==> src/rtl/stopclk_pkg.sv <==
package stopclk_pkg;
   localparam int MIN_HALF = 2;

   typedef enum logic [1:0] {
      GATE_LOW  = 2'd0,
      GATE_WAIT = 2'd1,
      GATE_HIGH = 2'd2
   } gate_state_e;
endpackage

==> src/rtl/stopclk_ack_and.sv <==
module stopclk_ack_and #(
   parameter int NUM_ACK = 3
) (
   input  logic [NUM_ACK-1:0] ack,
   output logic               run
);
   generate
      if (NUM_ACK == 1) begin : g_single
         assign run = ack[0];
      end else begin : g_chain
         logic [NUM_ACK:0] chain;
         assign chain[0] = 1'b1;
         for (genvar i = 0; i < NUM_ACK; i++) begin : g_stage
            assign chain[i+1] = chain[i] & ack[i];
         end
         assign run = chain[NUM_ACK];
      end
   endgenerate
endmodule

==> src/rtl/stopclk_ring.sv <==
module stopclk_ring #(
   parameter int CNT_W = 8
) (
   input  logic             clk_ref,
   input  logic             rst_n,
   input  logic [CNT_W-1:0] half_period,
   input  logic             hold,
   output logic             phase
);
   localparam logic [CNT_W-1:0] MIN_HP = CNT_W'(stopclk_pkg::MIN_HALF);
   localparam logic [CNT_W-1:0] ONE    = CNT_W'(1);

   logic [CNT_W-1:0] cnt_q;
   logic [CNT_W-1:0] hp_eff;
   logic             terminal;

   assign hp_eff   = (half_period < MIN_HP) ? MIN_HP : half_period;
   assign terminal = (cnt_q >= (hp_eff - ONE));

   always_ff @(posedge clk_ref) begin
      if (!rst_n) begin
         cnt_q <= '0;
         phase <= 1'b0;
      end else if (!hold) begin
         if (terminal) begin
            cnt_q <= '0;
            phase <= ~phase;
         end else begin
            cnt_q <= cnt_q + ONE;
         end
      end
   end
endmodule

==> src/rtl/stopclk_gate.sv <==
module stopclk_gate #(
   parameter int STALL_W = 16
) (
   input  logic               clk_ref,
   input  logic               rst_n,
   input  logic               phase,
   input  logic               run,
   output logic               hold,
   output logic               clk_out,
   output logic [STALL_W-1:0] stall_cycles
);
   import stopclk_pkg::*;

   localparam logic [STALL_W-1:0] STALL_MAX = '1;
   localparam logic [STALL_W-1:0] STALL_ONE = STALL_W'(1);

   gate_state_e        state_q, state_d;
   logic [STALL_W-1:0] stall_d;

   assign hold    = phase && (state_q != GATE_HIGH) && !run;
   assign clk_out = (state_q == GATE_HIGH);

   always_comb begin
      if (!phase)                    state_d = GATE_LOW;
      else if (state_q == GATE_HIGH) state_d = GATE_HIGH;
      else if (run)                  state_d = GATE_HIGH;
      else                           state_d = GATE_WAIT;
   end

   always_comb begin
      stall_d = stall_cycles;
      if (phase && state_q == GATE_LOW) begin
         stall_d = run ? '0 : STALL_ONE;
      end else if (phase && state_q == GATE_WAIT && !run) begin
         stall_d = (stall_cycles == STALL_MAX) ? stall_cycles : stall_cycles + STALL_ONE;
      end
   end

   always_ff @(posedge clk_ref) begin
      if (!rst_n) begin
         state_q      <= GATE_LOW;
         stall_cycles <= '0;
      end else begin
         state_q      <= state_d;
         stall_cycles <= stall_d;
      end
   end
endmodule

==> src/rtl/stopclk_gen.sv <==
module stopclk_gen #(
   parameter int NUM_ACK = 3,
   parameter int CNT_W   = 8,
   parameter int STALL_W = 16
) (
   input  logic               clk_ref,
   input  logic               rst_n,
   input  logic [CNT_W-1:0]   half_period,
   input  logic [NUM_ACK-1:0] ack,
   output logic               clk_out,
   output logic [STALL_W-1:0] stall_cycles
);
   generate
      if (NUM_ACK < 1) begin : g_bad_ack
         $error("stopclk_gen: NUM_ACK must be at least 1");
      end
      if (CNT_W < 2) begin : g_bad_cnt
         $error("stopclk_gen: CNT_W must be at least 2");
      end
      if (STALL_W < 1) begin : g_bad_stall
         $error("stopclk_gen: STALL_W must be at least 1");
      end
   endgenerate

   logic run;
   logic raw_phase;
   logic hold;

   stopclk_ack_and #(.NUM_ACK(NUM_ACK)) u_and (
      .ack (ack),
      .run (run)
   );

   stopclk_ring #(.CNT_W(CNT_W)) u_ring (
      .clk_ref     (clk_ref),
      .rst_n       (rst_n),
      .half_period (half_period),
      .hold        (hold),
      .phase       (raw_phase)
   );

   stopclk_gate #(.STALL_W(STALL_W)) u_gate (
      .clk_ref      (clk_ref),
      .rst_n        (rst_n),
      .phase        (raw_phase),
      .run          (run),
      .hold         (hold),
      .clk_out      (clk_out),
      .stall_cycles (stall_cycles)
   );
endmodule

==> config.mk <==
export PLATFORM = sky130hd
export DESIGN_NAME = stopclk_gen
export DESIGN_NICKNAME = d
export VERILOG_FILES = /design/src/rtl/stopclk_pkg.sv /design/src/rtl/stopclk_ack_and.sv /design/src/rtl/stopclk_ring.sv /design/src/rtl/stopclk_gate.sv /design/src/rtl/stopclk_gen.sv
export SDC_FILE = /design/constraint.sdc
export NUM_CORES = 1
export LEC_CHECK = 0
export ABC_AREA = 1
export CORE_MARGIN = 2
export CORE_UTILIZATION = 50
export DETAILED_ROUTE_END_ITERATION = 8
export GPL_ROUTABILITY_DRIVEN = 0
export PLACE_DENSITY = 0.77
export REMOVE_ABC_BUFFERS = 1
export SLEW_MARGIN = 15
export SYNTH_ARGS = -nofsm -noshare
export SYNTH_HDL_FRONTEND = slang
export SYNTH_SLANG_ARGS = --single-unit
==> constraint.sdc <==
create_clock -name clk_ref -period 3.45 [get_ports clk_ref]
set_input_delay 0.345 -clock clk_ref [delete_from_list [all_inputs] [get_ports clk_ref]]
set_output_delay 0.345 -clock clk_ref [all_outputs]
set_load 0.05 [all_outputs]
==> insert_results.sql, run 1 <==
INSERT INTO impl_metrics (metric_group, metric, value, unit) VALUES
('layout', 'final_common_cell', 'nand2_1', ''),
('timing', 'worst_slew_pin_slew', '539', 'ps'),
('yosys', 'ys_top_cells_by_area', 'dfxtp_1, nand2_1, nor2_1', ''),
('worst_setup_path', 'crit-reg2reg-launch', 'u_gate.stall_cycles[0]$_SDFFE_PN0P_', ''),
('worst_setup_path', 'crit-reg2reg-capture', 'u_gate.stall_cycles[9]$_SDFFE_PN0P_', ''),
('cts', 'hold_buffers', '0', ''),
('die', 'design.core.area', '3360', 'um^2'),
('timing', 'slew_viols_final', '0', ''),
('yosys', 'postSynthRegisterBits', '27', ''),
('timing', 'slew-limit-headroom', '63.9', '%'),
('power', 'p_int', '394', 'uW'),
('placement', 'placed_instances', '351', ''),
('timing', 'fmax', '371', 'MHz'),
('power', 'power.share.sequential', '61.3', '%'),
('grt', 'globalRoute.totalOverflow', '0', ''),
('layout', 'sequential_cell_area', '541', 'um^2'),
('placement', 'dp.final_hpwl', '2900', 'um'),
('layout', 'multi_input_gate_area_in_the_final_layout', '1070', 'um^2'),
('cts', 'cts.path.max_buffers', '2', ''),
('drt', 'detailedRoute.firstIterationViolations', '61', ''),
('timing', 'finalCriticalPeriod', '2700', 'ps'),
('die', 'design.die.area', '4030', 'um^2'),
('min_path', 'timing.hold.worst.class', 'reg -> reg', ''),
('layout', 'final_core_util', '63.0', '%'),
('worst_setup_path', 'cp_data_arrival_time', '2920', 'ps'),
('layout', 'share_of_layout_cells_above_drive_strength_1', '5.18', '%'),
('worst_setup_path', 'r2r.worst_path.cells', '9', ''),
('power', 'max-vdd-ir-drop', '0.157', 'mV'),
('drt', 'drt_pre_antenna_iters', '4', ''),
('die', 'io-pin-count', '30', ''),
('drt', 'vias_per_instance', '4.85', ''),
('power', 'power.switching', '130', 'uW'),
('power', 'totalPowerFinal', '524', 'uW'),
('power', 'comb_power_share', '13.1', '%'),
('layout', 'antenna-diode-count', '0', ''),
('run', 'maxCapViolCount', '0', ''),
('timing', 'setup_repair_after_global_routing_missed_its_margin', 'no', ''),
('timing', 'tns', '0', 'ps'),
('yosys', 'post_synth_instance_area', '1770', 'um^2'),
('layout', 'number_of_filler_instances_in_the_final_layout', '335', ''),
('cts', 'htree_levels', '1', ''),
('worst_setup_path', 'critical_path_peak_fanout', '7', ''),
('yosys', 'synth_sequential_area_ratio', '30.6', '%'),
('cts', 'clk_pin_slew', '140', 'ps'),
('cts', 'cts_resized', '0', ''),
('cts', 'cts_tree', 'built', ''),
('grt', 'first_pass_grt_wire_length', '6140', 'um'),
('layout', 'finalNonFillerCells', '355', ''),
('worst_setup_path', 'critical_path.startpoint_type', 'input pin', ''),
('cts', 'tritoncts_num_sinks', '27', ''),
('timing', 'hold_viol', '0', ''),
('grt', 'first_global_vias', '1516', ''),
('layout', 'flow.area_growth_from_synthesis', '19.9', '%'),
('power', 'switching_fraction_of_total_power', '24.8', '%'),
('cts', 'clock_tree.root_cell', 'clkbuf_4', ''),
('worst_setup_path', 'critical_setup_path_kind', 'in -> reg', ''),
('worst_setup_path', 'timing.critical_path.to_type', 'flop', ''),
('die', 'initial_core_util', '52.6', '%'),
('drt', 'route.detailed.wl_per_inst', '10.1', 'um'),
('timing', 'timing.final.setup_violations', '0', ''),
('worst_setup_path', 'required', '3670', 'ps'),
('yosys', 'synthesis.area_per_instance', '6.36', 'um^2'),
('drt', 'totalWireLength', '3600', 'um'),
('status', 'outcome', 'completed', ''),
('layout', 'mostFrequentLayoutCells', 'nand2_1, nor2_1, inv_1, clkdlybuf4s50_1, dfxtp_1', ''),
('placement', 'portBuffers', '29', ''),
('timing', 'min_period_over_period', '78.2', '%'),
('power', 'powerDensity', '247', 'nW/um^2'),
('yosys', 'synth.largest_area_cell', 'dfxtp_1', ''),
('yosys', 'synthDistinctLibCells', '25', ''),
('drt', 'num_vias', '1722', '');
synth_stat cells:
cell type and number:
clkinv_1 1, o21bai_1 1, o21ai_1 1, o21ai_0 15, a21oi_1 10, nand4_1 7
xor2_1 7, ha_1 11, or2_1 1, a21oi_2 1, nand3_1 12, xnor2_1 3
nand2_2 5, nor2_1 53, nor2_2 4, nand2_1 73, dfxtp_1 27, inv_2 2
nor2_4 1, a21o_1 1, inv_1 33, buf_6 2, a211oi_1 1, o21a_1 1
nor3_1 5
per-stage QoR:
stage	cell area [um^2]	hold slack, ps	setup WS, ps
after floorplan	1750	448	1180
after global placement	2090	481	533
after detailed placement	2090	478	429
after CTS	2120	503	772
after global routing	2120	544	539
final	2120	503	751
sequential cells by signal, indices dropped and copies added (netlist names):
name	flops
u_gate.stall_cycles	16
u_ring.cnt_q	8
u_gate.state_q	2
u_ring.phase	1
cells by family (layout without fill, tap and decap cells):
| family | Yosys count | after routing | share of synthesized area, % |
|---|---|---|---|
| DFF | 27 | 27 | 30.6 |
| buffers and inverters | 38 | 69 | 8.92 |
| xor gates and xnor gates | 10 | 10 | 4.95 |
| adders and majority gates | 11 | 11 | 7.78 |
| AOI/OAI and AO/OA | 31 | 31 | 9.55 |
| and+or+nand+nor | 161 | 161 | 38.2 |
worst min path at each step:
stage	from	to	slack [ps]	cells past startpoint
after floorplan	rst_n	u_ring.cnt_q[1]$_SDFFE_PN0N_	450	2
after global placement	u_ring.phase$_SDFFE_PN0P_	u_gate.state_q[1]$_SDFF_PN0_	480	2
after detailed placement	u_ring.phase$_SDFFE_PN0P_	u_gate.state_q[1]$_SDFF_PN0_	480	2
after CTS	u_ring.phase$_SDFFE_PN0P_	u_gate.state_q[1]$_SDFF_PN0_	500	2
after global routing	u_ring.phase$_SDFFE_PN0P_	u_gate.state_q[1]$_SDFF_PN0_	540	2
final	u_ring.phase$_SDFFE_PN0P_	u_gate.state_q[1]$_SDFF_PN0_	500	2
per-layer routing:
metal | up-vias | wire length (um) | global-route usage (%)
met4 | 0 | 36 | 5.71
met3 | 4 | 132 | 2.68
met5 | - | 0 | 0
met2 | 31 | 1690 | 32.1
li1 | 940 | - | -
met1 | 747 | 1740 | 23.5
layout make-up:
cell class	count	area share [%]
clock buffer	4	1.24
inverter	36	6.38
multi-input combinational	213	50.5
sequential	27	25.5
tap	46	2.72
timing repair buffer	29	13.7
critical path, stage by stage:
cell	delay, ps
clkdlybuf4s50_1	470
nor2_1	210
nand2_1	110
o21ai_0	300
inv_1	80
ha_1	240
nand2_1	90
xor2_1	140
inv_1	60
ha_1	260
nand2_1	50
nor2_1	80
nand2_1	60
nand2_1	90
nand2_1	70
nand2_1	190
nor2_1	70
power groups by stage:
| stage | clock network, uW | logic, uW | registers [uW] |
|---|---|---|---|
| global placement | 0 | 68.5 | 328 |
| detailed placement | 0 | 68.5 | 328 |
| finish | 134 | 68.8 | 321 |
| CTS | 142 | 69.2 | 321 |
| global route | 154 | 79.3 | 322 |
| floorplan | 0 | 42.2 | 327 |
Power figures use the tool's default switching activity.
==> run 2, diff against run 1 <==
--- a/config.mk
+++ b/config.mk
@@ -7,7 +7,7 @@
 export LEC_CHECK = 0
 export ABC_AREA = 1
 export CORE_MARGIN = 2
-export CORE_UTILIZATION = 50
+export CORE_UTILIZATION = 48
 export DETAILED_ROUTE_END_ITERATION = 8
 export GPL_ROUTABILITY_DRIVEN = 0
 export PLACE_DENSITY = 0.77
==> constraint.sdc (replaced) <==
create_clock -name clk_ref -period 2.3 [get_ports clk_ref]
set_input_delay 0.23 -clock clk_ref [delete_from_list [all_inputs] [get_ports clk_ref]]
set_output_delay 0.23 -clock clk_ref [all_outputs]
set_load 0.05 [all_outputs]
==> insert_results.sql, run 2 (synthesis gave the netlist of run 1 again) <==
INSERT INTO impl_metrics (metric_group, metric, value, unit) VALUES
('timing', 'worst_slew_pin_slew', '492', 'ps'),
('layout', 'final_nets', '347', ''),
('timing', 'setup_repair_after_global_routing_missed_its_margin', 'no', ''),
('layout', 'number_of_filler_instances_in_the_final_layout', '311', ''),
('timing', 'worst_slack', '172', 'ps'),
('cts', 'clk_latency', '270', 'ps'),
('cts', 'post_cts.repair.setup_buffers', '0', ''),
('timing', 'tns', '0', 'ps'),
('timing', 'fmax', '470', 'MHz'),
('layout', 'share_of_layout_cells_above_drive_strength_1', '13.4', '%'),
('timing', 'timing.final.setup_violations', '0', ''),
('timing', 'hold_viol', '0', ''),
('worst_setup_path', 'critical-path-max-stage-delay', '450', 'ps'),
('worst_setup_path', 'required', '2480', 'ps'),
('placement', 'placement.setup.worst_slack', '-439', 'ps'),
('worst_setup_path', 'timing.critical_path.to_type', 'flop', ''),
('min_path', 'timing.hold.worst.class', 'reg -> reg', ''),
('layout', 'layout_top_registers', 'u_gate.stall_cycles: 16 flops, u_ring.cnt_q: 8 flops, u_gate.state_q: 2 flops', ''),
('cts', 'tritoncts_num_sinks', '27', ''),
('worst_setup_path', 'cp_data_arrival_time', '2310', 'ps'),
('layout', 'largest_register_ffs', '16', ''),
('worst_setup_path', 'critical_path.startpoint_type', 'input pin', ''),
('min_path', 'min_path_cells', '2', ''),
('grt', 'grt.total_usage', '19.8', '%'),
('worst_setup_path', 'cp-startpoint', 'half_period[1]', ''),
('grt', 'first_global_vias', '1633', ''),
('min_path', 'worstHoldStart', 'u_ring.phase$_SDFFE_PN0P_', ''),
('power', 'powerDensity', '381', 'nW/um^2'),
('die', 'design.die.area', '4180', 'um^2'),
('worst_setup_path', 'cell_chain_critical_path', 'clkdlybuf4s50_1 -> inv_1 -> nand2_1 -> o21ai_2 -> buf_4 -> nor2_1 -> nand3_1 -> xor2_1 -> ha_1 -> a21oi_1 -> o21a_1 -> nand2_2 -> buf_4 -> o21ai_2 -> nor2_1', ''),
('layout', 'flow.area_growth_from_synthesis', '30.6', '%'),
('timing', 'slew_viols_final', '0', ''),
('grt', 'antenna_found_initial', '0', ''),
('cts', 'cts_tree', 'built', ''),
('drt', 'drt.antenna.violating_nets', '0', ''),
('timing', 'slew-limit-headroom', '67.1', '%'),
('power', 'max-vdd-ir-drop', '0.370', 'mV'),
('worst_setup_path', 'crit-reg2reg-capture', 'u_gate.stall_cycles[9]$_SDFFE_PN0P_', ''),
('drt', 'num_vias', '1787', ''),
('min_path', 'whs_endpoint', 'u_gate.state_q[1]$_SDFF_PN0_', ''),
('worst_setup_path', 'cp_slowest_cell', 'clkdlybuf4s50_1', ''),
('placement', 'dp.final_hpwl', '2980', 'um'),
('run', 'maxCapViolCount', '0', ''),
('power', 'static_leakage', '0.000965', 'uW'),
('power', 'totalPowerFinal', '880', 'uW'),
('grt', 'first_pass_grt_wire_length', '6670', 'um'),
('cts', 'htree_levels', '1', ''),
('drt', 'vias_per_instance', '4.83', ''),
('timing', 'min_period_over_period', '92.5', '%'),
('die', 'design.core.area', '3610', 'um^2'),
('layout', 'final_common_cell', 'nand2_1', ''),
('worst_setup_path', 'critical_setup_path_kind', 'in -> reg', ''),
('drt', 'detailedRoute.firstIterationViolations', '74', ''),
('cts', 'tritoncts_buffers', '3', ''),
('timing', 'skew', '8.21', 'ps'),
('worst_setup_path', 'critical_path_peak_fanout', '2', ''),
('layout', 'mostFrequentLayoutCells', 'nand2_1, nor2_1, inv_1, dfxtp_1, clkdlybuf4s50_1', ''),
('cts', 'clk_pin_slew', '90', 'ps'),
('die', 'io-pin-count', '30', ''),
('worst_setup_path', 'crit-reg2reg-launch', 'u_gate.stall_cycles[0]$_SDFFE_PN0P_', ''),
('drt', 'drt_pre_antenna_iters', '4', ''),
('layout', 'antenna-diode-count', '0', ''),
('die', 'die_h', '64.7', 'um'),
('die', 'rows', '22', ''),
('drt', 'totalWireLength', '3840', 'um'),
('timing', 'finalCriticalPeriod', '2130', 'ps'),
('cts', 'hold_buffers', '0', ''),
('cts', 'clock_tree.root_cell', 'clkbuf_8', ''),
('cts', 'cts.path.max_buffers', '2', ''),
('layout', 'max_flop_register', 'u_gate.stall_cycles', ''),
('worst_setup_path', 'worst-r2r-setup-slack', '580', 'ps'),
('grt', 'globalRoute.totalOverflow', '0', ''),
('die', 'initial_core_util', '49.0', '%'),
('worst_setup_path', 'critical-path-top-delay-family', 'buffers and inverters', ''),
('die', 'die_width', '64.7', 'um'),
('drt', 'detail_route.drc_violations', '0', ''),
('drt', 'route.detailed.wl_per_inst', '10.4', 'um'),
('worst_setup_path', 'r2r.worst_path.cells', '9', ''),
('status', 'outcome', 'completed', ''),
('grt', 'grt_start_max_net_pins', '16', ''),
('placement', 'portBuffers', '29', ''),
('worst_setup_path', 'crit_buf_inv', '4', '');
run 2: changes by cell type in the layout (fill, tap and decap cells not counted), moves of 3 or more:
cell	before	now
buf_4	0	13
clkbuf_4	3	0
clkbuf_8	0	3
clkdlybuf4s50_1	29	23
dlymetal6s2s_1	0	6
nand2_1	73	69
nand2_2	5	8
nor2_1	53	50
nor2_2	4	7
o21ai_0	15	12
o21ai_2	0	3
run 2: cell type report:
type | instances | area (um^2) | share of cell area [%]
clock inverter | 1 | 5.00 | 0.217
sequential | 27 | 541 | 23.4
tap | 48 | 60.1 | 2.60
timing repair buffer | 42 | 403 | 17.5
inverter | 36 | 135 | 5.85
clock buffer | 3 | 41.3 | 1.79
multi-input combinational | 213 | 1120 | 48.7
run 2: worst min-delay path, cell delays in order (launching register included):
cell and delay, ps:
dfxtp_1 350, inv_2 70, a211oi_1 50
run 2: layer usage:
metal / up-vias / share of wire, % / GRT usage (%)
met5: - / 0 / 0
met4: 0 / 1.8 / 6.91
met3: 6 / 2.2 / 3.13
met2: 28 / 47 / 33.6
met1: 786 / 49 / 25.5
li1: 967 / - / -
run 2: through the flow:
stage	util (%)	area, um^2	hold slack (ps)	instances
final	64.0	2310	504	370
after global routing	64.0	2310	538	370
after CTS	62.3	2250	492	370
after detailed placement	60.8	2190	478	366
after global placement	60.8	2190	472	366
after floorplan	-	1750	333	276
run 2: worst max-delay path by stage:
| stage | cells past startpoint | endpoint | slack [ps] |
|---|---|---|---|
| after floorplan | 16 | u_ring.cnt_q[7]$_SDFFE_PN0N_ | 140 |
| after global placement | 17 | u_ring.cnt_q[7]$_SDFFE_PN0N_ | -310 |
| after detailed placement | 17 | u_ring.cnt_q[7]$_SDFFE_PN0N_ | -440 |
| after CTS | 16 | u_ring.phase$_SDFFE_PN0P_ | 0.05 |
| after global routing | 15 | u_ring.cnt_q[7]$_SDFFE_PN0N_ | 20 |
| final | 15 | u_ring.phase$_SDFFE_PN0P_ | 170 |
run 2: timing repair:
item / 4_1_cts / 5_1_grt
resized for setup: 4 / 20
cloned: 0 / 0
setup endpoints to repair: 9 / 9
pin swaps: 0 / 10
run 2: report_power, final:
| part | switching [uW] | internal (uW) |
|---|---|---|
| logic | 66.1 | 65.1 |
| registers | 8.50 | 474 |
| clock network | 145 | 121 |
